[config.mk]
export PLATFORM = sky130hd
export DESIGN_NAME = mp_bus_arbiter
export DESIGN_NICKNAME = d
export VERILOG_FILES = /design/src/rtl/arb_pkg.sv /design/src/rtl/arb_winner_pick.sv /design/src/rtl/arb_handoff_fsm.sv /design/src/rtl/arb_grant_decode.sv /design/src/rtl/mp_bus_arbiter.sv
export SDC_FILE = /design/constraint.sdc
export NUM_CORES = 1
export LEC_CHECK = 0
export ABC_CLOCK_PERIOD_IN_PS = 4800
export BUFFER_PORTS_ARGS = -buffer_cell sky130_fd_sc_hd__buf_2
export CAP_MARGIN = 30
export CELL_PAD_IN_SITES_DETAIL_PLACEMENT = 2
export CELL_PAD_IN_SITES_GLOBAL_PLACEMENT = 2
export CORE_MARGIN = 1
export CORE_UTILIZATION = 34
export CTS_CLUSTER_DIAMETER = 30
export DETAILED_ROUTE_END_ITERATION = 6
export PLACE_DENSITY = 0.84
export SKIP_CTS_REPAIR_TIMING = 1
export SYNTH_ARGS = -nofsm -noshare
export SYNTH_HDL_FRONTEND = slang
export SYNTH_SLANG_ARGS = --single-unit
[constraint.sdc]
create_clock -name clk -period 4.8 [get_ports clk]
set_input_delay 1.44 -clock clk [delete_from_list [all_inputs] [get_ports clk]]
set_output_delay 1.44 -clock clk [all_outputs]
set_load 0.05 [all_outputs]
[src/rtl/arb_pkg.sv]
// Package arb_pkg
// Shared types for the shared-bus arbiter.
// Assumes nothing beyond the IEEE 1800-2017 language.
package arb_pkg;

    // Ownership phases of the bus.
    typedef enum logic [1:0] {
        ST_IDLE    = 2'd0,  // nobody owns the bus
        ST_HANDOFF = 2'd1,  // dead changeover cycle, owner chosen
        ST_OWNED   = 2'd2   // grant is active
    } arb_state_e;

endpackage

[src/rtl/arb_winner_pick.sv]
// Module arb_winner_pick
// Combinational choice of the best pending requester.
// Master index 0..NUM_PROC-1 is processor 1..NUM_PROC and index NUM_PROC
// is the host. The host always wins when it requests.
// Fixed mode: lowest processor index wins.
// Rotating mode: the search starts one past last_ptr and wraps, so the
// processor at last_ptr ranks last.
// Assumes last_ptr < NUM_PROC.
module arb_winner_pick #(
    parameter int NUM_PROC = 6,
    localparam int MW = $clog2(NUM_PROC + 1),
    localparam int PW = (NUM_PROC > 1) ? $clog2(NUM_PROC) : 1
) (
    input  logic [NUM_PROC-1:0] proc_req,
    input  logic                host_req,
    input  logic                rotate_mode,
    input  logic [PW-1:0]       last_ptr,
    output logic                win_valid,
    output logic [MW-1:0]       win_idx
);

    logic [MW-1:0] fixed_idx;
    logic [MW-1:0] rot_idx;
    logic          rot_found;

    // Fixed priority: scan downward so the lowest index is kept last.
    always_comb begin
        fixed_idx = '0;
        for (int i = NUM_PROC - 1; i >= 0; i--) begin
            if (proc_req[i]) fixed_idx = MW'(i);
        end
    end

    // Rotating priority: first requester after the last-granted processor.
    always_comb begin
        rot_idx   = '0;
        rot_found = 1'b0;
        for (int k = 1; k <= NUM_PROC; k++) begin
            int idx;
            idx = (int'(last_ptr) + k) % NUM_PROC;
            if (!rot_found && proc_req[idx]) begin
                rot_idx   = MW'(idx);
                rot_found = 1'b1;
            end
        end
    end

    // Final selection: the host ranks above both processor schemes.
    always_comb begin
        win_valid = host_req | (|proc_req);
        if (host_req)         win_idx = MW'(NUM_PROC);
        else if (rotate_mode) win_idx = rot_idx;
        else                  win_idx = fixed_idx;
    end

endmodule

[src/rtl/arb_handoff_fsm.sv]
// Module arb_handoff_fsm
// Ownership sequencer. Every change of owner passes through one dead
// ST_HANDOFF cycle. Preemption of a still-requesting owner happens only
// when xfer_done is high. A high lock freezes all decisions except a
// handoff that is already under way.
// Assumes win_idx and win_valid come from arb_winner_pick that is fed by
// the same last_ptr this module keeps.
module arb_handoff_fsm
    import arb_pkg::*;
#(
    parameter int NUM_PROC = 6,
    localparam int MW = $clog2(NUM_PROC + 1),
    localparam int PW = (NUM_PROC > 1) ? $clog2(NUM_PROC) : 1
) (
    input  logic          clk,
    input  logic          rst_n,
    input  logic          lock,
    input  logic          xfer_done,
    input  logic          owner_req,
    input  logic          win_valid,
    input  logic [MW-1:0] win_idx,
    output arb_state_e    state,
    output logic [MW-1:0] owner_idx,
    output logic [PW-1:0] last_ptr
);

    localparam logic [PW-1:0] PTR_RESET = PW'(NUM_PROC - 1);

    arb_state_e    state_nx;
    logic [MW-1:0] pend_idx;
    logic [MW-1:0] pend_nx;
    logic          preempt;

    // A still-requesting owner yields only at a boundary to a different winner.
    always_comb begin
        preempt = xfer_done && win_valid && (win_idx != owner_idx);
    end

    // Next-state choice for the ownership sequencer.
    always_comb begin
        state_nx = state;
        pend_nx  = pend_idx;
        unique case (state)
            ST_IDLE: begin
                if (!lock && win_valid) begin
                    state_nx = ST_HANDOFF;
                    pend_nx  = win_idx;
                end
            end
            ST_HANDOFF: begin
                state_nx = ST_OWNED;
            end
            ST_OWNED: begin
                if (lock) begin
                    state_nx = ST_OWNED;
                end else if (!owner_req) begin
                    if (win_valid) begin
                        state_nx = ST_HANDOFF;
                        pend_nx  = win_idx;
                    end else begin
                        state_nx = ST_IDLE;
                    end
                end else if (preempt) begin
                    state_nx = ST_HANDOFF;
                    pend_nx  = win_idx;
                end
            end
            default: begin
                state_nx = ST_IDLE;
            end
        endcase
    end

    // State, pending owner and current owner registers.
    always_ff @(posedge clk) begin
        if (!rst_n) begin
            state     <= ST_IDLE;
            pend_idx  <= '0;
            owner_idx <= '0;
        end else begin
            state    <= state_nx;
            pend_idx <= pend_nx;
            if (state == ST_HANDOFF) owner_idx <= pend_idx;
        end
    end

    // Rotating pointer follows the last processor to receive the bus.
    always_ff @(posedge clk) begin
        if (!rst_n) begin
            last_ptr <= PTR_RESET;
        end else if (state == ST_HANDOFF && int'(pend_idx) < NUM_PROC) begin
            last_ptr <= PW'(pend_idx);
        end
    end

endmodule

[src/rtl/arb_grant_decode.sv]
// Module arb_grant_decode
// Turns the registered owner into the one-hot grant, the owner identity
// (index + 1, 0 when no grant) and the local-ownership flag.
// Assumes owner_idx <= NUM_PROC.
module arb_grant_decode
    import arb_pkg::*;
#(
    parameter int NUM_PROC = 6,
    localparam int MW  = $clog2(NUM_PROC + 1),
    localparam int IDW = $clog2(NUM_PROC + 2)
) (
    input  arb_state_e          state,
    input  logic [MW-1:0]       owner_idx,
    input  logic [IDW-1:0]      self_id,
    output logic [NUM_PROC:0]   grant,
    output logic [IDW-1:0]      owner_id,
    output logic                self_granted
);

    logic active;

    // Grant is driven only in the owned phase.
    always_comb begin
        active = (state == ST_OWNED);
    end

    // One grant line per master, built by a generate loop.
    for (genvar g = 0; g <= NUM_PROC; g++) begin : g_gnt
        always_comb begin
            grant[g] = active && (int'(owner_idx) == g);
        end
    end

    // Owner identity and local ownership flag.
    always_comb begin
        owner_id     = active ? (IDW'(owner_idx) + IDW'(1)) : '0;
        self_granted = active && (owner_id == self_id);
    end

endmodule

[src/rtl/mp_bus_arbiter.sv]
// Module mp_bus_arbiter
// Top level of the shared-bus arbiter for NUM_PROC processors and one host.
// Joins the winner picker, the ownership sequencer and the grant decoder.
// Assumes all inputs are synchronous to clk.
module mp_bus_arbiter
    import arb_pkg::*;
#(
    parameter int NUM_PROC = 6,
    localparam int IDW = $clog2(NUM_PROC + 2)
) (
    input  logic                clk,
    input  logic                rst_n,
    input  logic [NUM_PROC-1:0] proc_req,
    input  logic                host_req,
    input  logic                lock,
    input  logic                rotate_mode,
    input  logic                xfer_done,
    input  logic [IDW-1:0]      self_id,
    output logic [NUM_PROC:0]   grant,
    output logic [IDW-1:0]      owner_id,
    output logic                self_granted
);

    localparam int MW = $clog2(NUM_PROC + 1);
    localparam int PW = (NUM_PROC > 1) ? $clog2(NUM_PROC) : 1;

    arb_state_e    state;
    logic [MW-1:0] owner_idx;
    logic [PW-1:0] last_ptr;
    logic          win_valid;
    logic [MW-1:0] win_idx;
    logic [NUM_PROC:0] all_req;
    logic          owner_req;

    // Request vector indexed like grant; pick the owner's own line.
    always_comb begin
        all_req   = {host_req, proc_req};
        owner_req = all_req[owner_idx];
    end

    arb_winner_pick #(.NUM_PROC(NUM_PROC)) u_pick (
        .proc_req    (proc_req),
        .host_req    (host_req),
        .rotate_mode (rotate_mode),
        .last_ptr    (last_ptr),
        .win_valid   (win_valid),
        .win_idx     (win_idx)
    );

    arb_handoff_fsm #(.NUM_PROC(NUM_PROC)) u_fsm (
        .clk       (clk),
        .rst_n     (rst_n),
        .lock      (lock),
        .xfer_done (xfer_done),
        .owner_req (owner_req),
        .win_valid (win_valid),
        .win_idx   (win_idx),
        .state     (state),
        .owner_idx (owner_idx),
        .last_ptr  (last_ptr)
    );

    arb_grant_decode #(.NUM_PROC(NUM_PROC)) u_dec (
        .state        (state),
        .owner_idx    (owner_idx),
        .self_id      (self_id),
        .grant        (grant),
        .owner_id     (owner_id),
        .self_granted (self_granted)
    );

endmodule

==> results.md, run 1 <==
- The run finished with clean final reports.
- The worst hold path stage count is 2.
- After the first detailed-routing iteration, the DRC count stood at 88.
- The share of cells above drive strength 1 is 17.3%.
- For hold timing, the worst endpoint is u_fsm.pend_idx[2].
- The global-route usage over all layers is 25.0%.
- The dominant cell type by area after synthesis is sky130_fd_sc_hd__dfxtp_1.
- The congestion estimate from routability-driven global placement came to 0.859.
- In this run the biggest area consumer among cell types represents 10.7% of the synthesized area.
- The post-detailed-placement half-perimeter wirelength is 6130 um.
- CTS built an H-tree with a depth of 1.
- Synthesis inferred 11 register bits.
- The post-detailed-route count of antenna-violating nets is 0.
- The placeable core area is 5680 sq um.
- The sum of internal, switching and leakage power is 0.551 mW.
- The final core area utilization is 40.2%.
- The starting utilization of the core area is 36.2%.
- The ratio of final minimum period to clock period is 90.4%.
- For this run, the number of Yosys warnings is 0.
- The final cell count without fillers is 361.
- The total overflow left after global routing is 0.
- The critical register-to-register path startpoint is u_fsm.last_ptr[1].
- The synthesized instance count is 270.
- In this run, synthesis inferred 0 flip-flops with an integrated enable.
- After the last flow step, the layout net total stands at 320.
- The maximum number of pins on one net before global-route repair is 23.
- After floorplanning, the core was divided into 27 placement rows.
- The number of buffers inserted during clock tree synthesis is 3.
- For this run, the slowest stage of the critical path takes 0.52 ns.
- The post-synthesis sequential area ratio is 10.7%.
- Buffers placed on the I/O ports in this run total 25.
- The worst-path cell with the longest stage delay is sky130_fd_sc_hd__o41ai_1.
- The routed wire length per instance is 21.0 um.
- Power spread over the standard cell area amounts to 242 nW/um^2.
- The largest voltage drop on the vdd net is 130 uV.
- Once routing completed, OpenROAD measured the worst setup slack at 0.462 ns.
- Together, buffers and inverters on the worst path number 1.
- The kind of cell adding the most delay to the critical path is compound AO/OA/AOI/OAI gates.
- The first global-routing pass estimated 12100 um of wire.
- The maximum buffer depth of the clock tree is 2.
- For the final database, setup skew stands at 0.00197 ns.
- The die covers 6350 sq um.
- The root buffer cell is sky130_fd_sc_hd__clkbuf_8.
- The arrival time at the worst endpoint is 4.47 ns.
- Clock-pin slew was measured on the worst setup and hold paths at 0.05 ns.
- At the pin with the least slew margin, the transition time is 0.679 ns.
- The number of failing setup endpoints in the final timing report is 0.
- Relative to the synthesized area, the layout overhead comes to 11.1%.
- When the netlist entered floorplanning its net count stood at 300.
- The die boundary height is 79.7 um.
- The I/O pin count is 26.
- The maximum fanout encountered on the critical timing path is 9.
- The top achievable clock speed is 0.231 GHz.
- For the finished layout, the period the worst path requires is 4.34 ns.
- After detailed routing, the number of vias per cell comes to 6.14.
- STA classifies the critical path endpoint as a register.
- The mean instance size in the synthesized netlist is 7.60 sq um.
- The setup TNS is 0 ns.
- The floorplan step set the die width to 79.7 um.
- At the later pin of the worst-skew pair, clock insertion delay measures 0.24 ns.
- In this run, distinct cell masters in the synthesized netlist total 65.
- The worst setup path is of the register to register kind.
- The repair_antennas step left the layout with diodes totalling 0.
- The number of vias after detailed routing is 2215.
- In this run the worst hold path is classified as register to register.
- The worst register-to-register path has a setup slack of 0.46 ns.
- Among all flip-flop cells after synthesis, the most frequent one is sky130_fd_sc_hd__dfxtp_1.
- The leakage power is 1.05 nW.
- Traced cell by cell, the critical path runs through ha_1, a21oi_1, inv_1, ha_1, and4b_1, o21a_1, o41ai_1, and3_1, a211oi_1, a32oi_1, mux2_2, a21oi_1, a21oi_4, and2_1.
- Clock tree synthesis found a total of 11 sinks.
- Yosys attributes the largest share of cell area to sky130_fd_sc_hd__dfxtp_1 11%, sky130_fd_sc_hd__ha_1 9.1%, sky130_fd_sc_hd__mux2i_1 6.3%.
- The length of the first detailed-routing pass in iterations is 4.
- The number of global-route vias before repair was 2403.
- Timing analysis after detailed placement gives a worst setup slack of 0.250 ns.
- The count of placed standard cells including taps is 357.
- The clock tree from TritonCTS is yes.
- The remaining design rule violation count is 0.
- The worst path required time is 4.93 ns.
- The worst setup path is launched from a register.
- The mapped netlist covers 2050 sq um.
- The max capacitance violation total is 0.
- The number of antenna violations at the first check in global routing is 0.
- The endpoint of the worst-slack reg-to-reg timing path is u_fsm.state[0].
- The detailed-route wire length is 7570 um.
- The total count of hold-check failures in the final report is 0.
- The number of max-slew violations in the final report is 0.
- The startpoint of the worst hold path is u_fsm.pend_idx[2].
- The worst max-slew margin expressed relative to the limit is 54.8%.
- The worst reg-to-reg path cell count is 14.
- The async set-or-reset flop fraction in the synthesized netlist is 0%.
- Setup repair after global routing left no endpoint under its margin.
[metrics by stage]
step | hold slack, ns | instance area, sq um
2_1_floorplan | 0.447 | 2050
3_3_place_gp | 0.473 | 2230
3_5_place_dp | 0.516 | 2230
4_1_cts | 0.530 | 2280
5_1_grt | 0.561 | 2280
6_report | 0.526 | 2280
[cell families (layout without fill, tap and decap cells)]
group,Yosys count,in the layout,synth area share (%)
and+or+nand+nor,112,112,30.9
AOI/OAI and AO/OA,68,68,25.5
buffers and inverters,34,53,6.71
muxes,23,23,14.0
adders and majority gates,16,16,9.63
DFF,11,11,10.7
xor gates and xnor gates,6,6,2.56
[how the worst max path moves through the flow]
stage,start,endpoint,slack [ns],cells after the start
floorplan,self_id[2],self_granted,0.28,2
global placement,proc_req[0],u_fsm.state[1],0.34,11
detailed placement,proc_req[0],u_fsm.pend_idx[2],0.25,11
CTS,proc_req[0],u_fsm.state[1],0.48,11
global route,u_fsm.last_ptr[1],u_fsm.pend_idx[0],0.17,14
finish,u_fsm.last_ptr[1],u_fsm.state[0],0.46,14
[state kept, by name, indices dropped and copies added (netlist names)]
| signal | flops |
|---|---|
| u_fsm.last_ptr | 3 |
| u_fsm.owner_idx | 3 |
| u_fsm.pend_idx | 3 |
| u_fsm.state | 2 |
[routing by layer]
layer  track usage, %  share of wire, %  routed length [um]  vias up
met3             1.71               2.2                 163       14
met1             29.5                43                3280     1116
met5                0                 0                   0        -
met4             6.91               1.1                  84        0
met2             47.7                53                4040       36
li1                 -                 -                   -     1049
[where the power goes]
| group | internal [mW] | total [mW] | switching [mW] |
|---|---|---|---|
| clock | 0.0585 | 0.0949 | 0.0364 |
| sequential | 0.0981 | 0.108 | 0.0103 |
| combinational | 0.136 | 0.347 | 0.211 |
| total | 0.293 | 0.551 | 0.258 |
[tightest hold or removal path, cell delays in order, from the launching register on]
cell and delay (ns):
sky130_fd_sc_hd__dfxtp_1 0.34, sky130_fd_sc_hd__nand2_1 0.07, sky130_fd_sc_hd__mux2i_1 0.06
[layout make-up]
type,instances,area (sq um)
Clock buffer,4,45.0
Fill cell,693,3400
Inverter,20,75.1
Multi-Input combinational cell,225,1690
Sequential cell,11,220
Tap cell,72,90.1
Timing Repair Buffer,29,155
[synth_stat cells, types with 5 or more instances]
master / count
sky130_fd_sc_hd__mux2_2: 6
sky130_fd_sc_hd__nand3_1: 6
sky130_fd_sc_hd__nand2_1: 19
sky130_fd_sc_hd__nor3_1: 9
sky130_fd_sc_hd__xnor2_1: 5
sky130_fd_sc_hd__nor2_1: 27
sky130_fd_sc_hd__dfxtp_1: 11
sky130_fd_sc_hd__and2_1: 7
sky130_fd_sc_hd__clkbuf_1: 11
sky130_fd_sc_hd__a21oi_1: 11
sky130_fd_sc_hd__mux2i_1: 13
sky130_fd_sc_hd__inv_1: 20
sky130_fd_sc_hd__nor4_1: 6
sky130_fd_sc_hd__nand2b_1: 7
sky130_fd_sc_hd__o21ai_0: 10
sky130_fd_sc_hd__a31oi_1: 5
sky130_fd_sc_hd__or3_1: 5
sky130_fd_sc_hd__ha_1: 15
[layout by cell type (no fill, tap or decap), types with 6 or more instances in the layout]
cell type / n
sky130_fd_sc_hd__a21oi_1: 11
sky130_fd_sc_hd__and2_1: 7
sky130_fd_sc_hd__buf_2: 25
sky130_fd_sc_hd__dfxtp_1: 11
sky130_fd_sc_hd__ha_1: 15
sky130_fd_sc_hd__inv_1: 20
sky130_fd_sc_hd__mux2_2: 6
sky130_fd_sc_hd__mux2i_1: 13
sky130_fd_sc_hd__nand2_1: 19
sky130_fd_sc_hd__nand2b_1: 7
sky130_fd_sc_hd__nand3_1: 6
sky130_fd_sc_hd__nor2_1: 27
sky130_fd_sc_hd__nor3_1: 9
sky130_fd_sc_hd__nor4_1: 6
sky130_fd_sc_hd__o21ai_0: 10
No activity file was read; power rests on OpenSTA's default activity.
==> run 2, diff against run 1 <==
PLACE_DENSITY = 0.85   (was 0.84)
SYNTH_HIERARCHICAL = 1   (was unset)
==> run 2 against run 1 <==
  * Critical path type unchanged
  * Count of clock-buffer cells in the layout unchanged
  * Sequential cell count unchanged
  * First-iteration DRC count fell by 44%
  * Worst hold slack lost 0.030 ns
  * Critical path depth increased by 3
  * Global-route usage is 2.5 points lower
  * Clock power fell by 1%
  * Cell area is 6.1% lower
  * Wire length shrank 17%
==> results.md, run 2 <==
- Outcome: completed (unchanged).
- The length of the first detailed-routing pass in iterations is 4 (unchanged).
- The number of vias after detailed routing was 1888 (was 2215).
- The number of buffers inserted during clock tree synthesis is 3 (unchanged).
- The synthesized instance count came to 242 (was 270).
- The number of max-slew violations in the final report is 0 (unchanged).
- The total stage count of the critical path is 17 (was 14).
- Most used cells in the layout excluding fill and tap cells: 28 x sky130_fd_sc_hd__nor2_1, 25 x sky130_fd_sc_hd__buf_2, 22 x sky130_fd_sc_hd__nand2_1 (was 27 x sky130_fd_sc_hd__nor2_1, 25 x sky130_fd_sc_hd__buf_2, 20 x sky130_fd_sc_hd__inv_1).
- The count of flip-flops with a built-in enable after synthesis is 0 (unchanged).
- The global-route usage over all layers is 22.5% (was 25.0%).
- The main flop type after synthesis is sky130_fd_sc_hd__dfxtp_1 (unchanged).
- The horizontal die dimension is 76.3 um (was 79.7 um).
- The detailed-route wire length is 6300 um (was 7570 um).
- The number of antenna violations at the first check in global routing came to 0 (unchanged).
- The most numerous cell in the Yosys netlist is sky130_fd_sc_hd__nor2_1 (unchanged).
- Setup repair after global routing missed its margin: false (unchanged).
- The worst-path cell with the longest stage delay is sky130_fd_sc_hd__nor4_2 (was sky130_fd_sc_hd__o41ai_1).
- The routability congestion estimate from global placement is 0.816 (was 0.859).
- The final clock skew came to 0.00233 ns (was 0.00197 ns).
- The instance area after placement is 2100 sq um (was 2230 sq um).
- The clock tree from TritonCTS is yes (unchanged).
- The endpoint of the worst-slack reg-to-reg timing path was u_fsm/state[1] (was u_fsm.state[0]).
- The number of DRC violations after detailed-routing iteration 0 came to 49 (was 88).
- The worst hold slack after final layout is 0.496 ns (was 0.526 ns).
- The total count of hold-check failures in the final report is 0 (unchanged).
- The worst max-slew margin expressed relative to the limit came to 60.9% (was 54.8%).
- The post-detailed-route count of antenna-violating nets is 0 (unchanged).
- The total inserted antenna cells is 0 (unchanged).
- The power density relative to cell area was 225 nW/um^2 (was 242 nW/um^2).
- The post-synth net total is 276 (was 300).
- The insertion delay to the later sink of the worst-skew pair is 0.24 ns (about the same).
- The summed instance area of the synthesized netlist is 1880 sq um (was 2050 sq um).
- The wire length of the first global-routing pass is 10400 um (was 12100 um).
- The critical register-to-register path startpoint is u_fsm/last_ptr[0] (was u_fsm.last_ptr[1]).
- The top achievable clock speed is 0.241 GHz (was 0.231 GHz).
- The Yosys warning count is 6 (was 0).
- The die boundary height was 76.3 um (was 79.7 um).
- The final period demand of the worst path is 4.15 ns (was 4.34 ns).
- Registers with the highest flip-flop counts: u_fsm/last_ptr x3, u_fsm/owner_idx x3, u_fsm/pend_idx x3 (was u_fsm.last_ptr x3, u_fsm.owner_idx x3, u_fsm.pend_idx x3).
- The ratio of final minimum period to clock period is 86.5% (was 90.4%).
- The setup slack of the worst register-to-register path came to 0.65 ns (was 0.46 ns).
- The number of vias per cell after detailed routing came to 5.55 (was 6.14).
- The worst hold path stage count is 2 (unchanged).
- Most common library cells after synthesis: 28 x sky130_fd_sc_hd__nor2_1, 22 x sky130_fd_sc_hd__nand2_1, 19 x sky130_fd_sc_hd__ha_1 (was 27 x sky130_fd_sc_hd__nor2_1, 20 x sky130_fd_sc_hd__inv_1, 19 x sky130_fd_sc_hd__nand2_1).
- The share of the synthesized area in the top cell type is 12.7% (was 10.7%).
- The root buffer cell is sky130_fd_sc_hd__clkbuf_8 (unchanged).
- The total number of clock tree sinks came to 11 (unchanged).
- The arrival time at the worst endpoint is 4.32 ns (was 4.47 ns).
- Largest cells by area after synthesis: sky130_fd_sc_hd__ha_1 13%, sky130_fd_sc_hd__dfxtp_1 12%, sky130_fd_sc_hd__mux2i_1 8.0% (was sky130_fd_sc_hd__dfxtp_1 11%, sky130_fd_sc_hd__ha_1 9.1%, sky130_fd_sc_hd__mux2i_1 6.3%).
- The kind of cell adding the most delay to the critical path is compound AO/OA/AOI/OAI gates (unchanged).
- The remaining design rule violation count is 0 (unchanged).
- The final net count is 305 (was 320).
- The async set-or-reset flop fraction in the synthesized netlist is 0% (unchanged).
- The capturing element type of the critical path is a register (unchanged).
- The number of global-route vias before repair came to 2048 (was 2403).
- The sort of element at the start of the critical path is a register (unchanged).
- The setup TNS was 0 ns (unchanged).
- The number of port buffers came to 25 (unchanged).
- The number of buffers and inverters on the critical path was 3 (was 1).
- The number of levels the H-tree was split into is 1 (unchanged).
- The max capacitance violation total is 0 (unchanged).
- The largest voltage drop on the vdd net is 134 uV (was 130 uV).
- The starting utilization of the core area is 36.1% (was 36.2%).
- The number of cell rows is 26 (was 27).
- The clock transition at the register clock pins on the worst setup and hold paths after CTS is 0.05 ns (about the same).
- The number of failing setup endpoints in the final timing report came to 0 (unchanged).
- The number of register bits inferred by synthesis was 11 (unchanged).
- The total overflow reported by the global router is 0 (unchanged).
- The post-synthesis cell type count is 53 (was 65).
- The commonest non-fill, non-tap cell in the layout is sky130_fd_sc_hd__nor2_1 (unchanged).
- The worst path required time came to 4.96 ns (was 4.93 ns).
- The maximum number of pins on one net before global-route repair was 17 (was 23).
- The maximum buffer depth of the clock tree is 2 (unchanged).
- The placeable core area is 5200 sq um (was 5680 sq um).
- The leakage power was 0.982 nW (was 1.05 nW).
- The maximum fanout encountered on the critical timing path is 9 (unchanged).
- The post-detailed-placement half-perimeter wirelength is 5150 um (was 6130 um).
- The area growth from synthesis to layout came to 14.1% (was 11.1%).
- The routed wire length per instance was 18.5 um (was 21.0 um).
- The area enclosed by the die boundary is 5820 sq um (was 6350 sq um).
- The maximum cell stage delay along the critical path is 0.46 ns (was 0.52 ns).
- Cells along the critical path: buf_4, inv_1, ha_1, xnor2_2, ha_1, inv_1, a31o_4, a21oi_1, a31oi_2, mux2i_1, a2bb2oi_1, o221ai_1, a211o_1, xor2_1, nor4_2, o21bai_1, a31oi_1 (was ha_1, a21oi_1, inv_1, ha_1, and4b_1, o21a_1, o41ai_1, and3_1, a211oi_1, a32oi_1, mux2_2, a21oi_1, a21oi_4, and2_1).
- The cell area after layout is 2140 sq um (was 2280 sq um).
- The startpoint of the worst hold path is u_fsm/pend_idx[0] (was u_fsm.pend_idx[2]).
- The worst reg-to-reg path cell count is 17 (was 14).
- The dominant cell type by area after synthesis is sky130_fd_sc_hd__ha_1 (was sky130_fd_sc_hd__dfxtp_1).
- The share of cells above drive strength 1 came to 21.9% (was 17.3%).
- The transition time at the pin with the least slew margin is 0.586 ns (was 0.679 ns).
- The type of the tightest min-delay check is register to register (unchanged).
- The mean instance size in the synthesized netlist was 7.76 sq um (was 7.60 sq um).
- The type of the worst setup path is register to register (unchanged).
- The worst-case hold path end point is u_fsm/pend_idx[0] (was u_fsm.pend_idx[2]).
- The post-synthesis sequential area ratio came to 11.7% (was 10.7%).
- The sum of internal, switching and leakage power was 0.483 mW (was 0.551 mW).
- The I/O pin count was 26 (unchanged).
[run 2: changes by cell type in the layout (fill, tap and decap cells not counted), moves of 4 or more]
cell and delta:
sky130_fd_sc_hd__and2_1 -4, sky130_fd_sc_hd__nor4_1 -4, sky130_fd_sc_hd__o211a_1 -4, sky130_fd_sc_hd__nand2b_1 -4, sky130_fd_sc_hd__ha_1 +4, sky130_fd_sc_hd__or3_1 -4
[run 2: cell families (layout without fill, tap and decap cells)]
logic type / after synthesis / after routing / share of synthesized area [%]
AOI/OAI and AO/OA: 54 / 54 / 20.3
DFF: 11 / 11 / 11.7
muxes: 25 / 25 / 16.5
xor gates and xnor gates: 12 / 12 / 7.00
adders and majority gates: 19 / 19 / 12.7
buffers and inverters: 26 / 54 / 5.87
and+or+nand+nor: 95 / 95 / 25.9
[run 2: worst max-delay path by stage]
stage / slack (ns) / end / start
finish: 0.65 / u_fsm/state[1] / u_fsm/last_ptr[0]
global placement: 0.58 / u_fsm/pend_idx[0] / proc_req[1]
detailed placement: 0.54 / u_fsm/state[1] / proc_req[1]
global route: 0.28 / u_fsm/state[1] / u_fsm/last_ptr[0]
floorplan: 0.84 / self_granted / self_id[2]
CTS: 0.60 / u_fsm/state[1] / u_fsm/last_ptr[0]
[run 2: power by group]
group | internal [mW] | switching, mW
clock | 0.0584 | 0.0354
combinational | 0.110 | 0.172
sequential | 0.0978 | 0.00915
[run 2: area by class of cell]
cell class              instances  area (sq um)
clock buffers                   4          45.0
fillers                       647          3060
inverters                      19          71.3
multi-input cells             205          1550
flip-flops and latches         11           220
well taps                      70          87.6
repair buffers                 31           170
[run 2: per-layer routing]
metal	wire length, um	track usage (%)
met2	3160	40.4
met5	0	0
met1	2980	28.9
met4	76	5.19
met3	89	1.92
[run 2: worst register-to-register path, stage by stage, from the launching register on]
cell	delay [ns]
sky130_fd_sc_hd__dfxtp_1	0.33
sky130_fd_sc_hd__buf_4	0.17
sky130_fd_sc_hd__inv_1	0.10
sky130_fd_sc_hd__ha_1	0.26
sky130_fd_sc_hd__xnor2_2	0.29
sky130_fd_sc_hd__ha_1	0.29
sky130_fd_sc_hd__inv_1	0.07
sky130_fd_sc_hd__a31o_4	0.18
sky130_fd_sc_hd__a21oi_1	0.08
sky130_fd_sc_hd__a31oi_2	0.38
sky130_fd_sc_hd__mux2i_1	0.27
sky130_fd_sc_hd__a2bb2oi_1	0.21
sky130_fd_sc_hd__o221ai_1	0.14
sky130_fd_sc_hd__a211o_1	0.35
sky130_fd_sc_hd__xor2_1	0.19
sky130_fd_sc_hd__nor4_2	0.46
sky130_fd_sc_hd__o21bai_1	0.14
sky130_fd_sc_hd__a31oi_1	0.18
[run 2: through the flow]
stage               worst slack (ns)  std cells  utilization [%]
global route                   0.276        340             41.1
CTS                            0.601        340             41.1
global placement               0.579        336             40.3
floorplan                      0.841        242                -
detailed placement             0.536        336             40.3
finish                         0.650        340             41.1
==> run 3, diff against run 2 <==
--- a/config.mk
+++ b/config.mk
@@ -12,3 +12,3 @@
 export CELL_PAD_IN_SITES_GLOBAL_PLACEMENT = 2
-export CORE_MARGIN = 1
+export CORE_MARGIN = 2
 export CORE_UTILIZATION = 34
==> constraint.sdc (replaced) <==
create_clock -name clk -period 4.8 [get_ports clk]
set_input_delay 0.24 -clock clk [delete_from_list [all_inputs] [get_ports clk]]
set_output_delay 0.24 -clock clk [all_outputs]
set_load 0.05 [all_outputs]
==> run 3 against run 2 <==
  * Via count up 0.85%
  * Count of clock-buffer cells in the layout stayed put
  * Global-route usage decreased by 0.15 points
  * Critical path type unchanged
==> results.md, run 3 (synthesis results as in run 2) <==
- Registers with the highest flip-flop counts: u_fsm/last_ptr x3, u_fsm/owner_idx x3, u_fsm/pend_idx x3 (unchanged).
- The placeable core area is 5410 sq um (was 5200 sq um).
- The power density relative to cell area came to 229 nW/um^2 (was 225 nW/um^2).
- The capturing element type of the critical path is a register (unchanged).
- The net switching power figure is 0.219 mW (was 0.216 mW).
- The commonest non-fill, non-tap cell in the layout was sky130_fd_sc_hd__nor2_1 (unchanged).
- The switching portion of total power is 45.5% (was 44.8%).
- Most used cells in the layout excluding fill and tap cells: 28 x sky130_fd_sc_hd__nor2_1, 25 x sky130_fd_sc_hd__buf_2, 22 x sky130_fd_sc_hd__nand2_1 (unchanged).
- The routed wire length per instance is 19.2 um (was 18.5 um).
- The cell with the most instances on the worst path is sky130_fd_sc_hd__inv_1.
- The portion of total power attributed to sequential cells is 23.0% (was 22.2%).
- The type of the worst setup path is register to register (unchanged).
- The final net count is 300 (was 305).
- The number of vias after detailed routing came to 1904 (was 1888).
- The total internal power is 0.263 mW (was 0.267 mW).
- The total count of hold-check failures in the final report came to 0 (unchanged).
- The routability congestion estimate from global placement is 0.835 (was 0.816).
- The arrival time at the worst endpoint is 4.51 ns (was 4.32 ns).
- The I/O pin count is 26 (unchanged).
- The maximum number of pins on one net before global-route repair is 22 (was 17).
- The root buffer cell is sky130_fd_sc_hd__clkbuf_8 (unchanged).
- The area taken by flip-flops and latches is 221 sq um (was 220 sq um).
- The area growth from synthesis to layout was 12.3% (was 14.1%).
- The worst max-slew margin expressed relative to the limit was 61.4% (was 60.9%).
- The number of cell rows is 27 (was 26).
- The maximum fanout encountered on the critical timing path is 9 (unchanged).
- The filler cell count in the final layout came to 668 (was 647).
- The clock transition at the register clock pins on the worst setup and hold paths after CTS is 0.05 ns (about the same).
- The final worst slack is 0.414 ns (was 0.650 ns).
- The number of global-route vias before repair is 2079 (was 2048).
- The share of total power in the clock network came to 20.2% (was 19.4%).
- The ratio of final minimum period to clock period is 91.4% (was 86.5%).
- The number of failing setup endpoints in the final timing report came to 0 (unchanged).
- Outcome: completed (unchanged).
- The number of port buffers was 25 (unchanged).
- The die boundary height was 78.3 um (was 76.3 um).
- Setup repair after global routing missed its margin: false (unchanged).
- The share of cells above drive strength 1 is 20.8% (was 21.9%).
- The total overflow reported by the global router was 0 (unchanged).
- The number of vias per cell after detailed routing is 5.65 (was 5.55).
- The cell area after layout was 2110 sq um (was 2140 sq um).
- The number of levels the H-tree was split into is 1 (unchanged).
- Cells along the critical path: inv_1, ha_1, a21oi_2, inv_1, ha_1, inv_1, a31o_4, a21oi_1, a31oi_2, mux2i_1, a2bb2oi_1, o221ai_1, a211o_1, xor2_1, nor4_2, nor2_2, mux2i_1 (was buf_4, inv_1, ha_1, xnor2_2, ha_1, inv_1, a31o_4, a21oi_1, a31oi_2, mux2i_1, a2bb2oi_1, o221ai_1, a211o_1, xor2_1, nor4_2, o21bai_1, a31oi_1).
- The top achievable clock speed is 0.228 GHz (was 0.241 GHz).
- The total area of multi-input combinational cells is 1550 sq um (unchanged).
- The number of max-slew violations in the final report is 0 (unchanged).
- The post-placement setup slack is 0.270 ns (was 0.536 ns).
- The final clock skew is 0.00367 ns (was 0.00233 ns).
- The type of the tightest min-delay check is input pin to register (was register to register).
- The area enclosed by the die boundary is 6130 sq um (was 5820 sq um).
- The fraction of power consumed by combinational cells is 56.8% (was 58.4%).
- The total number of clock tree sinks was 11 (unchanged).
- The number of buffers inserted during clock tree synthesis was 3 (unchanged).
- The post-detailed-placement half-perimeter wirelength is 5170 um (was 5150 um).
- The worst-path cell with the longest stage delay is sky130_fd_sc_hd__dfxtp_1 (was sky130_fd_sc_hd__nor4_2).
- The worst path required time is 4.93 ns (was 4.96 ns).
- The final period demand of the worst path is 4.39 ns (was 4.15 ns).
- The length of the first detailed-routing pass in iterations was 4 (unchanged).
- The global-route usage over all layers was 22.3% (was 22.5%).
- The total inserted antenna cells came to 0 (unchanged).
- The leakage power is 0.958 nW (was 0.982 nW).
- The starting utilization of the core area is 34.7% (was 36.1%).
- The max capacitance violation total is 0 (unchanged).
- The sort of element at the start of the critical path is a register (unchanged).
- The clock tree from TritonCTS is yes (unchanged).
- The detailed-route wire length is 6480 um (was 6300 um).
- The maximum cell stage delay along the critical path is 0.50 ns (was 0.46 ns).
- The number of antenna violations at the first check in global routing is 0 (unchanged).
- The largest voltage drop on the vdd net is 172 uV (was 134 uV).
- The remaining design rule violation count came to 0 (unchanged).
- The post-detailed-route count of antenna-violating nets came to 0 (unchanged).
- The number of DRC violations after detailed-routing iteration 0 is 64 (was 49).
- The kind of cell adding the most delay to the critical path is compound AO/OA/AOI/OAI gates (unchanged).
- The transition time at the pin with the least slew margin is 0.579 ns (was 0.586 ns).
- The number of buffers and inverters on the critical path is 3 (unchanged).
- The instance area after placement is 2060 sq um (was 2100 sq um).
- The maximum buffer depth of the clock tree is 2 (unchanged).
- The horizontal die dimension is 78.3 um (was 76.3 um).
- The setup TNS came to 0 ns (unchanged).
- The wire length of the first global-routing pass was 10800 um (was 10400 um).
- The insertion delay to the later sink of the worst-skew pair is 0.25 ns (was 0.24 ns).
-- run 3: metrics by stage --
step	instances	utilization (%)	power (mW)	hold WS [ns]
5_1_grt	337	39.0	0.520	0.300
6_report	337	39.0	0.483	0.265
4_1_cts	337	39.0	0.486	0.261
3_3_place_gp	333	38.1	0.371	0.482
2_1_floorplan	242	-	0.313	0.403
3_5_place_dp	333	38.1	0.384	0.484
-- run 3: cell type report --
type | instances | area share (%)
Multi-Input combinational cell | 205 | 73.4
Sequential cell | 11 | 10.5
Timing Repair Buffer | 26 | 6.29
Tap cell | 72 | 4.28
Inverter | 19 | 3.38
Clock buffer | 4 | 2.14
-- run 3: final timing paths --
kind                                         from           endpoint  slack, ns  depth (start not counted)
worst max register to register  u_fsm/last_ptr[1]  u_fsm/pend_idx[1]       0.41                         17
worst min-delay path                        rst_n  u_fsm/last_ptr[0]       0.27                          2
worst min register to register  u_fsm/pend_idx[0]  u_fsm/pend_idx[0]       0.50                          2
worst max-delay path            u_fsm/last_ptr[1]  u_fsm/pend_idx[1]       0.41                         17
-- run 3: metal layers --
| layer | GRT usage, % | routed length (um) | up-vias |
|---|---|---|---|
| met5 | 0 | 0 | - |
| met4 | 8.07 | 127 | 0 |
| met3 | 1.61 | 103 | 13 |
| met2 | 39.1 | 3220 | 24 |
| met1 | 28.8 | 3030 | 953 |
| li1 | - | - | 914 |
-- run 3: power groups by stage --
stage               logic [mW]  registers, mW  clock network [mW]
finish                   0.274          0.111              0.0974
global route             0.304          0.113               0.104
CTS                      0.273          0.111               0.102
detailed placement       0.272          0.113                   0
global placement         0.259          0.112                   0
floorplan                0.206          0.108                   0
